`src/rtl/crt_point_plotter.sv`:
```
module crt_point_plotter #(
  parameter int TICKS_PER_US = 1,
  parameter int PLOT_US      = 40,
  parameter int STROBE_US    = 39
) (
  input  logic       clk,
  input  logic       rst_n,
  input  logic       cmd_valid,
  output logic       cmd_ready,
  input  logic [9:0] cmd_x,
  input  logic [9:0] cmd_y,
  input  logic [2:0] cmd_bright,
  input  logic [1:0] cmd_origin,
  input  logic       cmd_wait,
  input  logic       pen_light,
  input  logic       pen_clear,
  output logic [9:0] defl_x,
  output logic [9:0] defl_y,
  output logic [2:0] intensity,
  output logic       busy,
  output logic       done,
  output logic       stall,
  output logic       pen_flag
);
  localparam int PLOT_CYC   = PLOT_US * TICKS_PER_US;
  localparam int STROBE_CYC = STROBE_US * TICKS_PER_US;
  localparam int CW         = $clog2(PLOT_CYC + 1);

  logic [CW-1:0] cnt;
  logic          waiting;
  logic          accept, strobe;

  assign cmd_ready = !busy;
  assign accept    = cmd_valid && cmd_ready;
  assign done      = busy && (cnt == CW'(PLOT_CYC - 1));
  assign strobe    = busy && (cnt == CW'(STROBE_CYC - 1));
  assign stall     = busy && waiting;

  always_ff @(posedge clk) begin
    if (!rst_n) begin
      busy      <= 1'b0;
      cnt       <= '0;
      waiting   <= 1'b0;
      defl_x    <= '0;
      defl_y    <= '0;
      intensity <= '0;
    end else if (accept) begin
      busy      <= 1'b1;
      cnt       <= '0;
      waiting   <= cmd_wait;
      defl_x    <= cmd_x ^ {!cmd_origin[1], 9'b0};
      defl_y    <= cmd_y ^ {!cmd_origin[0], 9'b0};
      intensity <= cmd_bright ^ 3'b100;
    end else if (busy) begin
      cnt <= cnt + 1'b1;
      if (done) busy <= 1'b0;
    end
  end

  always_ff @(posedge clk) begin
    if (!rst_n)                   pen_flag <= 1'b0;
    else if (strobe && pen_light) pen_flag <= 1'b1;
    else if (pen_clear)           pen_flag <= 1'b0;
  end

  p_accept_starts_r4: assert property (@(posedge clk) disable iff (!rst_n)
    accept |=> busy && !done);
  p_done_ends_r4: assert property (@(posedge clk) disable iff (!rst_n)
    done |=> !busy);
  p_hold_outputs_r6: assert property (@(posedge clk) disable iff (!rst_n)
    (busy && !done) |=> busy && $stable(defl_x) && $stable(defl_y) && $stable(intensity));
  p_no_take_busy_r5: assert property (@(posedge clk) disable iff (!rst_n)
    (busy && !done) |=> !cmd_ready);
  p_stall_in_plot_r7: assert property (@(posedge clk) disable iff (!rst_n)
    stall |-> busy);
  p_pen_sticky_r9: assert property (@(posedge clk) disable iff (!rst_n)
    (pen_flag && !pen_clear) |=> pen_flag);
  p_pen_cause_r8: assert property (@(posedge clk) disable iff (!rst_n)
    $rose(pen_flag) |-> $past(pen_light) && $past(busy));
endmodule

```
`config.mk`:
```
export PLATFORM = sky130hd
export DESIGN_NAME = crt_point_plotter
export DESIGN_NICKNAME = d
export VERILOG_FILES = /design/src/rtl/crt_point_plotter.sv
export SDC_FILE = /design/constraint.sdc
export NUM_CORES = 1
export LEC_CHECK = 0
export ABC_AREA = 1
export BUFFER_PORTS_ARGS = -buffer_cell sky130_fd_sc_hd__buf_2
export CAP_MARGIN = 20
export CORE_UTILIZATION = 25
export DETAILED_ROUTE_END_ITERATION = 16
export MAX_ROUTING_LAYER = met4
export SYNTH_ARGS = -nofsm -noshare
export SYNTH_HDL_FRONTEND = slang
export SYNTH_SLANG_ARGS = --single-unit
```
`constraint.sdc`:
```
create_clock -name clk -period 1.42 [get_ports clk]
set_input_delay 0.142 -clock clk [delete_from_list [all_inputs] [get_ports clk]]
set_output_delay 0.142 -clock clk [all_outputs]
set_load 0.005 [all_outputs]
```
---- Yosys cells after proc, flatten, opt, wreduce, memory -nomap -nowiden ----
Cells that the tools add are included.
word-level totals
  register bits ........................... 32
  latch bits .............................. 0
  memory bits (writable) .................. 0
  bits in read-only memories .............. 0
  input bits .............................. 31
  output and inout bits ................... 28
  word-level logic and storage cells ...... 29
  memories kept ........................... 0
operators by class
  $add $sub $neg .......................... 1
  multipliers ............................. 0
  div/mod/pow operators ................... 0
  order comparisons ....................... 0
  equal/unequal tests ..................... 2
  shift operators ......................... 0
  muxes and demuxes ....................... 5
  bitwise gates (word level) .............. 4
  reductions and logical operators ........ 10
operators by type and width
  cell                   count
  $xor A10 B10 Y10       2
  $eq A6 B6 Y1 const B   2
  $add A6 B1 Y6 const B  1
  $logic_and A1 B1 Y1    5
  $mux W1                5
  $logic_not A1 Y1       3
  $not A1 Y1             2
  $reduce_bool A2 Y1     1
  $reduce_or A2 Y1       1

---- Longest topological paths before layout ----
Gate-level depths: netlist of run 1.
  depth after elaboration ................. 5
  depth in mapped cells ................... 7
  mapped depth without buffers ............ 6

---- Worst setup path before layout of run 1 ----
No wires, ideal clock.
  kind .................................... register to register
  start point ............................. register cnt[0]
  end point ............................... register cnt[1]
  library setup time ...................... 0.070 ns
  arrival ................................. 1.012 ns
  required time ........................... 1.350 ns
  setup slack ............................. 0.338 ns
  cell stages (with the launch flop) ...... 5
  path buffers ............................ 0
  period minus slack after synthesis ...... 1.082 ns
  cell sequence ........................... dfxtp_1 inv_1 ha_1 or2_0 a21oi_1
between the ends
  word-level cells in the longest chain between the ends .. 1
ends and longest elaborated chain
  element                 RTL line  text
  from (decl)             29        logic [CW-1:0] cnt;
  from (signal assigned)  55        cnt <= cnt + 1'b1;
  $add A6 B1 Y6           55
No other way between the ends.
A chain may end at the register's enable or synchronous reset.

---- Final worst setup path of run 1 ----
  start point ............................. register cnt[0]
  end point ............................... output port done
between the ends
  word-level cells in the longest chain between the ends .. 2
ends and longest elaborated chain
  element              RTL line  text
  $eq A6 B6 Y1         35        assign done = busy && (cnt == CW'(PLOT_CYC - 1));
  $logic_and A1 B1 Y1  35
  to (decl)            21        output logic done,
No other way between the ends.

==> results of run 1 <==
-- report_power, final --
group | switching, mW | internal (mW)
registers | 0.0345 | 0.956
logic | 0.133 | 0.116
clock network | 0.343 | 0.519
-- per-stage QoR --
stage	power (mW)	setup WS, ns
after floorplan	1.16	0.338
after global placement	1.26	0.290
after detailed placement	1.26	0.240
after CTS	2.14	0.0853
after global routing	2.23	0.00706
final	2.10	0.100
-- flip-flops by register name, summed over array words and instances (netlist names) --
name and cells:
busy 1, cnt 6, defl_x 10, defl_y 10, intensity 3, pen_flag 1, waiting 1
-- metal layers --
metal | global-route usage [%] | vias to the layer above
li1 | - | 632
met2 | 19.6 | 45
met3 | 3.35 | 7
met1 | 13.4 | 521
met5 | - | -
met4 | 6.29 | 0
-- area by class of cell --
class / count / area, um^2 / area share, %
inverters: 11 / 56.3 / 3.25
well taps: 70 / 87.6 / 5.05
repair buffers: 59 / 298 / 17.2
flip-flops and latches: 32 / 642 / 37.0
clock inverters: 3 / 42.5 / 2.45
clock buffers: 5 / 68.8 / 3.97
multi-input cells: 113 / 539 / 31.1
-- worst max-delay path, stage by stage, from the launching register on --
cell,delay (ns)
dfxtp_1,0.40
ha_1,0.21
nand2_1,0.07
nor2_1,0.10
buf_2,0.11
-- what timing repair did --
action / 4_1_cts / 5_1_grt
gates resized for setup: 1 / 0
setup endpoints to repair: 1 / 0
buffers inserted: 0 / 0
-- cells by family (layout without fill, tap and decap cells) --
kind of cell	Yosys count	in the layout	synth area share, %
AND/OR/NAND/NOR	74	74	24.4
AO/OA/AOI/OAI	35	35	13.3
flip-flops	32	32	48.5
buffers and inverters	18	78	10.6
adder cells (fa/ha/maj)	2	2	1.90
XOR/XNOR	2	2	1.33
-- final timing paths --
path / startpoint / end / slack [ns] / cells after the start
setup / recovery: cnt[0] / done / 0.10 / 4
hold / removal: cmd_bright[2] / intensity[2] / 0.03 / 2
setup reg to reg: cnt[0] / cnt[1] / 0.25 / 4
hold reg to reg: pen_flag / pen_flag / 0.46 / 2
-- placed cells by master, fill, tap and decap left out, drive strengths merged --
cell      netlist  final
or2             1      1
a21oi           8      8
buf             7     59
xor2            2      2
o21ai          27     27
inv            11     11
ha              2      2
clkinvlp        0      1
bufinv          0      1
and3            1      1
dfxtp          32     32
nor2           51     51
nand2          16     16
nor3            2      2
clkbuf          0      5
clkinv          0      1
nand3           3      3
==> results.toml, run 1 <==
[run_status]
outcome = "finished, final reports clean"

[die]
core_um2 = 5110
floorplan.die.width_um = 74.7
row_count = 26
start_util_pct = 25.8
die_area_um2 = 5570
dieHeight_um = 74.7
io_pins = 59

[synth]
syn-num-nets = 196
synthArstFlopShare_pct = 0
ys_seq_elements = 32
yosysWarnings = 0
netlist_instances = 163
ys_types = 19
yosys.area.top_type = "dfxtp_1"
synth.top_cell.area_share_pct = 48.5
ys_seq_area_share_pct = 48.5
synth_area_leaders = "dfxtp_1, nor2_1, o21ai_0"
synth_edf_count = 0
synth.most_common_cell = "nor2_1"
synthTopCellsByCount = "nor2_1, dfxtp_1, o21ai_0, nand2_1, inv_1"
syn_avg_cell_area_um2 = 8.10
syn_area_um2 = 1320
synth_ff_type = "dfxtp_1"

[place]
place_area_um2 = 1620
gp_congestion = 0.709
hpwlAfterDp_mm = 2.11
dp_cells = 285
io_buffer_count = 58

[cells_and_area]
diodes = 0
post-route-cell-area_um2 = 1730
nNetsFinal = 255
areaGrowthSynthToFinish_pct = 31.4
fin_cells = 293
nFillCells = 562
layout-drive-gt1-share_pct = 33.2
final_util_pct = 34.0

[global_route]
grt_pass1_vias = 1137
antenna_found_initial = 0
grt_pass1_wl_mm = 4.85
gr-total-overflow = 0
grtUsageTotal_pct = 12.0
grt_max_degree = 28

[clock_network]
cts_root_buf = "clkbuf_8"
cts.clk_slew.worst_paths_ns = 0.07
cts_buffer_depth = 2
cts_tree = "done"
cts.sinks = 32
cts_buffers = 5
postCtsHoldBufs = 0
h-tree-depth = 2
clock_latency_ns = 0.28

[setup_path]
start_kind = "register"
crit_path_max_fanout = 3
path_class = "reg2out"
critPathCaptureType = "output pin"
worstPathArrival_ns = 1.18
required_ns = 1.28

[power_and_ir_drop]
p_leak_nw = 0.842
ir_drop_mv = 0.512
p_per_area_nw_per_um2 = 1210

[routing]
drc = 0
ant_nets = 0
met3_length_um = 173
first_iter_violations = 27
via_count = 1205
met2_length_mm = 1.36
dr.pass1.iters = 4
viasPerCell = 4.11
routedWlPerCell_um = 10.3
wirelength_mm = 3.01
wl_met1_mm = 1.41
top_layer = "met4"

[timing]
hold_ws_ns = 0.0300
slew_headroom_pct = 72.2
rsz0062_at_grt = "false"
final-max-slew-violation-count = 0
finalCritPeriodShare_pct = 93.0
tns_ns = 0
fin_skew_ns = 0.00579
setup_viol = 0
worst_pin_slew_ns = 0.416
fmax_ghz = 0.758
hold_viol = 0
min_period_ns = 1.32

[flow_run]
cap_violations = 0

[min_path]
hold_class = "in2reg"
Note: power is estimated with default switching activity, not from simulation.
==> run 2: changes to the inputs <==
Clock period 1.42 ns to 1.7 ns, I/O delays scaled along.
==> run 2 against run 1 <==
Core utilization down 0.47 points. Largest cell class unchanged. Total power down 22%. Critical path type unchanged. Combinational power down 19%. Flip-flop and latch count unchanged.
==> results.toml, run 2 (same netlist as run 1, synthesis figures left out) <==
[die]
die_area_um2 = 5570
core_um2 = 5110
row_count = 26
floorplan.die.width_um = 74.7
dieHeight_um = 74.7
io_pins = 59
start_util_pct = 25.8

[clock_network]
cts_tree = "done"
clock_latency_ns = 0.28
cts.repair.resized = 0
post_cts_buffers = 0
cts_buffers = 5
h-tree-depth = 2
cts.sinks = 32
cts_root_buf = "clkbuf_8"
cts_buffer_depth = 2
cts.clk_slew.worst_paths_ns = 0.06
postCtsHoldBufs = 0

[place]
io_buffer_count = 58
hpwlAfterDp_mm = 2.04
dp_cells = 284
place_area_um2 = 1610
gp_congestion = 0.712

[timing]
setup_viol = 0
final-max-slew-violation-count = 0
min_period_ns = 1.43
hold_viol = 0
finalCritPeriodShare_pct = 83.8
worst_pin_slew_ns = 0.471
slew_headroom_pct = 68.5
tns_ns = 0
fin_skew_ns = 0.00185
fmax_ghz = 0.702
rsz0062_at_grt = "false"

[setup_path]
required_ns = 1.53
path_class = "reg2out"
start_kind = "register"
critPathCaptureType = "output pin"
crit_path_max_fanout = 9
worstPathArrival_ns = 1.26

[global_route]
grt_max_degree = 28
antenna_found_initial = 0
gr-total-overflow = 0
grt_pass1_vias = 1058
grt_pass1_wl_mm = 4.49
grtUsageTotal_pct = 11.4

[routing]
ant_nets = 0
drc = 0
routedWlPerCell_um = 9.55
first_iter_violations = 42
dr.pass1.iters = 5
via_count = 1192
wirelength_mm = 2.78
viasPerCell = 4.10

[power_and_ir_drop]
power_mw = 1.65
p_leak_nw = 0.833
ir_drop_mv = 0.375
p_per_area_nw_per_um2 = 964

[cells_and_area]
seq_area_um2 = 641
fin_cells = 291
mostFrequentLayoutCells = "buf_2, nor2_1, dfxtp_1"
nFillCells = 573
post-route-cell-area_um2 = 1710
reg_top3 = "defl_x x10, defl_y x10, cnt x6"
final_util_pct = 33.5
multi_input_area_um2 = 539
diodes = 0
layout-drive-gt1-share_pct = 32.1
mostFrequentLayoutCell = "buf_2"
nNetsFinal = 254
areaGrowthSynthToFinish_pct = 29.6

[min_path]
hold_class = "in2reg"

[run_status]
outcome = "finished, final reports clean"

[flow_run]
cap_violations = 0
[run 2: changes by cell type in the layout (fill, tap and decap cells not counted)]
cell,before,now
clkbuf_8,5,7
dfxtp_2,1,0
clkinvlp_4,1,0
dfxtp_1,31,32
buf_4,1,0
clkinv_2,1,0
bufinv_16,1,0
[run 2: per-stage QoR]
stage	hold WS [ns]	worst slack (ns)
final	0.0576	0.275
after floorplan	0.259	0.618
after global routing	0.0567	0.133
after global placement	0.350	0.450
after CTS	0.0519	0.248
after detailed placement	0.352	0.421
[run 2: layout make-up]
type	count	share of cell area, %
Clock buffer	7	5.63
Inverter	11	3.29
Multi-Input combinational cell	113	31.5
Sequential cell	32	37.5
Tap cell	70	5.12
Timing Repair Buffer	58	17.0
[run 2: final timing paths]
path	startpoint	endpoint	slack, ns	depth (start not counted)
setup / recovery	busy	done	0.27	3
setup reg to reg	busy	defl_x[9]	0.43	5
hold reg to reg	pen_flag	pen_flag	0.46	2
hold / removal	cmd_bright[2]	intensity[2]	0.06	2
[run 2: where the power goes]
| group | internal (mW) | switching, mW |
|---|---|---|
| Clock | 0.360 | 0.259 |
| Sequential | 0.799 | 0.0302 |
| Combinational | 0.0947 | 0.106 |
[run 2: routing by layer]
layer | vias to the layer above | wire length [um] | track usage [%]
met5 | - | 0 | -
met4 | 0 | 70 | 6.92
met3 | 7 | 167 | 4.02
met2 | 40 | 1200 | 17.1
met1 | 511 | 1340 | 13.1
li1 | 634 | - | -
[run 2: critical path, stage by stage (launching register included)]
cell and delay, ns:
dfxtp_1 0.61, nand2_1 0.12, nor2_1 0.13, buf_2 0.12
==> run 3: changes to the inputs <==
Settings changed: ABC_AREA 1 to 0.
Clock period 1.7 ns to 1.2 ns, I/O delays scaled along.
==> run 3 against run 2 <==
Total power is 37% higher. Sequential power is 39% higher. Largest power group unchanged. Combinational power is 47% higher. Clock-buffer cell count is 1 higher. Clock skew is 0.0015 ns higher. Cell count is 3.1% lower. Register-to-register slack worse by 0.41 ns. Global-route usage is 0.75 points higher. Die area is 3.6% lower. Via count is 1.6% lower. Worst hold slack better by 0.026 ns. The run now ends with negative setup slack left.
==> results.toml, run 3 <==
[clock_network]
cts_tree = "done"
h-tree-depth = 2
clock_latency_ns = 0.27
cts_buffer_depth = 2
postCtsHoldBufs = 0
cts.sinks = 32
cts_buffers = 5
cts_root_buf = "clkbuf_8"
cts.clk_slew.worst_paths_ns = 0.06

[synth]
ys_seq_elements = 32
netlist_instances = 149
yosys.area.top_type = "dfxtp_1"
synth.top_cell.area_share_pct = 50.4
synth_edf_count = 0
synth.most_common_cell = "nand2_1"
synth_ff_type = "dfxtp_1"
synthArstFlopShare_pct = 0
synthTopCellsByCount = "nand2_1, dfxtp_1, a21boi_0, buf_2, nor2_1"
synth_area_leaders = "dfxtp_1, nand2_1, a21boi_0"
ys_types = 24
syn_area_um2 = 1270
yosysWarnings = 0
syn_avg_cell_area_um2 = 8.53
ys_seq_area_share_pct = 50.4
syn-num-nets = 182

[cells_and_area]
mostFrequentLayoutCell = "buf_2"
fin_cells = 282
mostFrequentLayoutCells = "buf_2, nand2_1, dfxtp_1"
diodes = 0
nFillCells = 527
areaGrowthSynthToFinish_pct = 44.0
reg_top3 = "defl_x x10, defl_y x10, cnt x6"
layout-drive-gt1-share_pct = 40.5
nNetsFinal = 247
post-route-cell-area_um2 = 1830

[setup_path]
required_ns = 1.08
rr_endpoint = "cnt[1]"
r2r-start = "cnt[0]"
critPathCaptureType = "output pin"
start_kind = "register"
worstPathArrival_ns = 1.18
critPathLaunch = "cnt[2]"
path_class = "reg2out"
crit_path_max_fanout = 5
ff2ff_path_depth = 5
reg2reg_slack_ns = 0.02

[min_path]
hold_depth = 3
worstHoldStart = "cmd_y[2]"
min_to = "defl_y[2]"
hold_class = "in2reg"

[place]
io_buffer_count = 58
dp_cells = 271
hpwlAfterDp_mm = 2.12
place_area_um2 = 1670
place_ws_ns = -0.0427
gp_congestion = 0.825

[routing]
viasPerCell = 4.16
dr.pass1.iters = 4
routedWlPerCell_um = 10.9
drc = 0
via_count = 1173
first_iter_violations = 20
wirelength_mm = 3.07
ant_nets = 0

[timing]
hold_viol = 0
setup_ws_ns = -0.0995
rsz0062_at_grt = "true"
hold_ws_ns = 0.0835
min_period_ns = 1.30
fmax_ghz = 0.770
finalCritPeriodShare_pct = 108
setup_viol = 1
slew_headroom_pct = 84.7
final-max-slew-violation-count = 0
fin_skew_ns = 0.00333
worst_pin_slew_ns = 0.229

[power_and_ir_drop]
power_mw = 2.27
ir_drop_mv = 0.488
p_per_area_nw_per_um2 = 1240
p_leak_nw = 0.833

[die]
dieHeight_um = 73.3
die_area_um2 = 5370
row_count = 25
core_um2 = 4820
start_util_pct = 26.4
io_pins = 59
floorplan.die.width_um = 73.3

[global_route]
grt_pass1_vias = 1109
antenna_found_initial = 0
grt_pass1_wl_mm = 4.72
grt_max_degree = 19
gr-total-overflow = 0
grtUsageTotal_pct = 12.2

[run_status]
violations = "negative setup slack"
outcome = "finished, violations left"

[flow_run]
cap_violations = 0
==> run 3: cell count changes after synthesis, sizes merged, moves of 2 or more <==
cell and delta:
xnor2 +3, nor2 -44, nand3 -2, a21oi -7
nand2 +34, inv -9, clkbuf +2, o21ai -24
nand4 +4, a21boi +23
==> run 3: worst max-delay path: stages (launching register included) <==
cell	delay (ns)
dfxtp_1	0.44
nand4_1	0.15
nor3_2	0.17
buf_2	0.14
==> run 3: worst max-delay path by stage <==
| stage | to | slack (ns) | cells after the start |
|---|---|---|---|
| global placement | done | 0.05 | 4 |
| detailed placement | cnt[1] | -0.04 | 3 |
| floorplan | busy | 0.12 | 4 |
| CTS | done | -0.16 | 4 |
| finish | done | -0.1 | 3 |
| global route | done | -0.18 | 4 |
==> run 3: kinds of logic (layout without fill, tap and decap cells) <==
family / count (synthesis) / after routing / share of synthesized area (%)
DFF: 32 / 32 / 50.4
and+or+nand+nor: 68 / 68 / 22.6
adders and majority gates: 2 / 2 / 1.97
xor gates and xnor gates: 6 / 6 / 4.13
buffers and inverters: 12 / 78 / 4.33
AOI/OAI and AO/OA: 29 / 29 / 16.5
==> run 3: layer usage <==
layer / vias to the layer above / wire length [um] / GRT usage [%]
li1: 609 / - / -
met1: 522 / 1330 / 11.8
met2: 35 / 1490 / 21.2
met3: 7 / 187 / 4.25
met4: 0 / 54 / 6.84
met5: - / 0 / -
==> run 3: per-stage QoR <==
stage	util, %	setup TNS (ns)
after global placement	34.6	0
final	38.0	-0.0995
after floorplan	-	0
after detailed placement	34.6	-0.0646
after global routing	38.0	-0.187
after CTS	37.5	-0.163
==> run 3: what timing repair did <==
action                     in CTS  in global routing
setup endpoints to repair       4                  7
pin swaps                       3                  7
gates resized for setup         8                  6
cloned                          0                  0
setup buffers                   3                  0
==> run 3: layout make-up <==
cell class	instances	area [um^2]	area share (%)
repair buffers	68	378	20.6
well taps	67	83.8	4.58
flip-flops and latches	32	649	35.5
multi-input cells	105	622	34.0
inverters	2	7.51	0.410
clock buffers	8	90.1	4.92
==> run 3: power by group <==
group	internal, mW	total [mW]	switching (mW)	leakage (nW)
Combinational	0.154	0.296	0.142	0.524
Clock	0.467	0.822	0.355	0.0455
Sequential	1.12	1.15	0.0303	0.264
Total	1.74	2.27	0.528	0.833
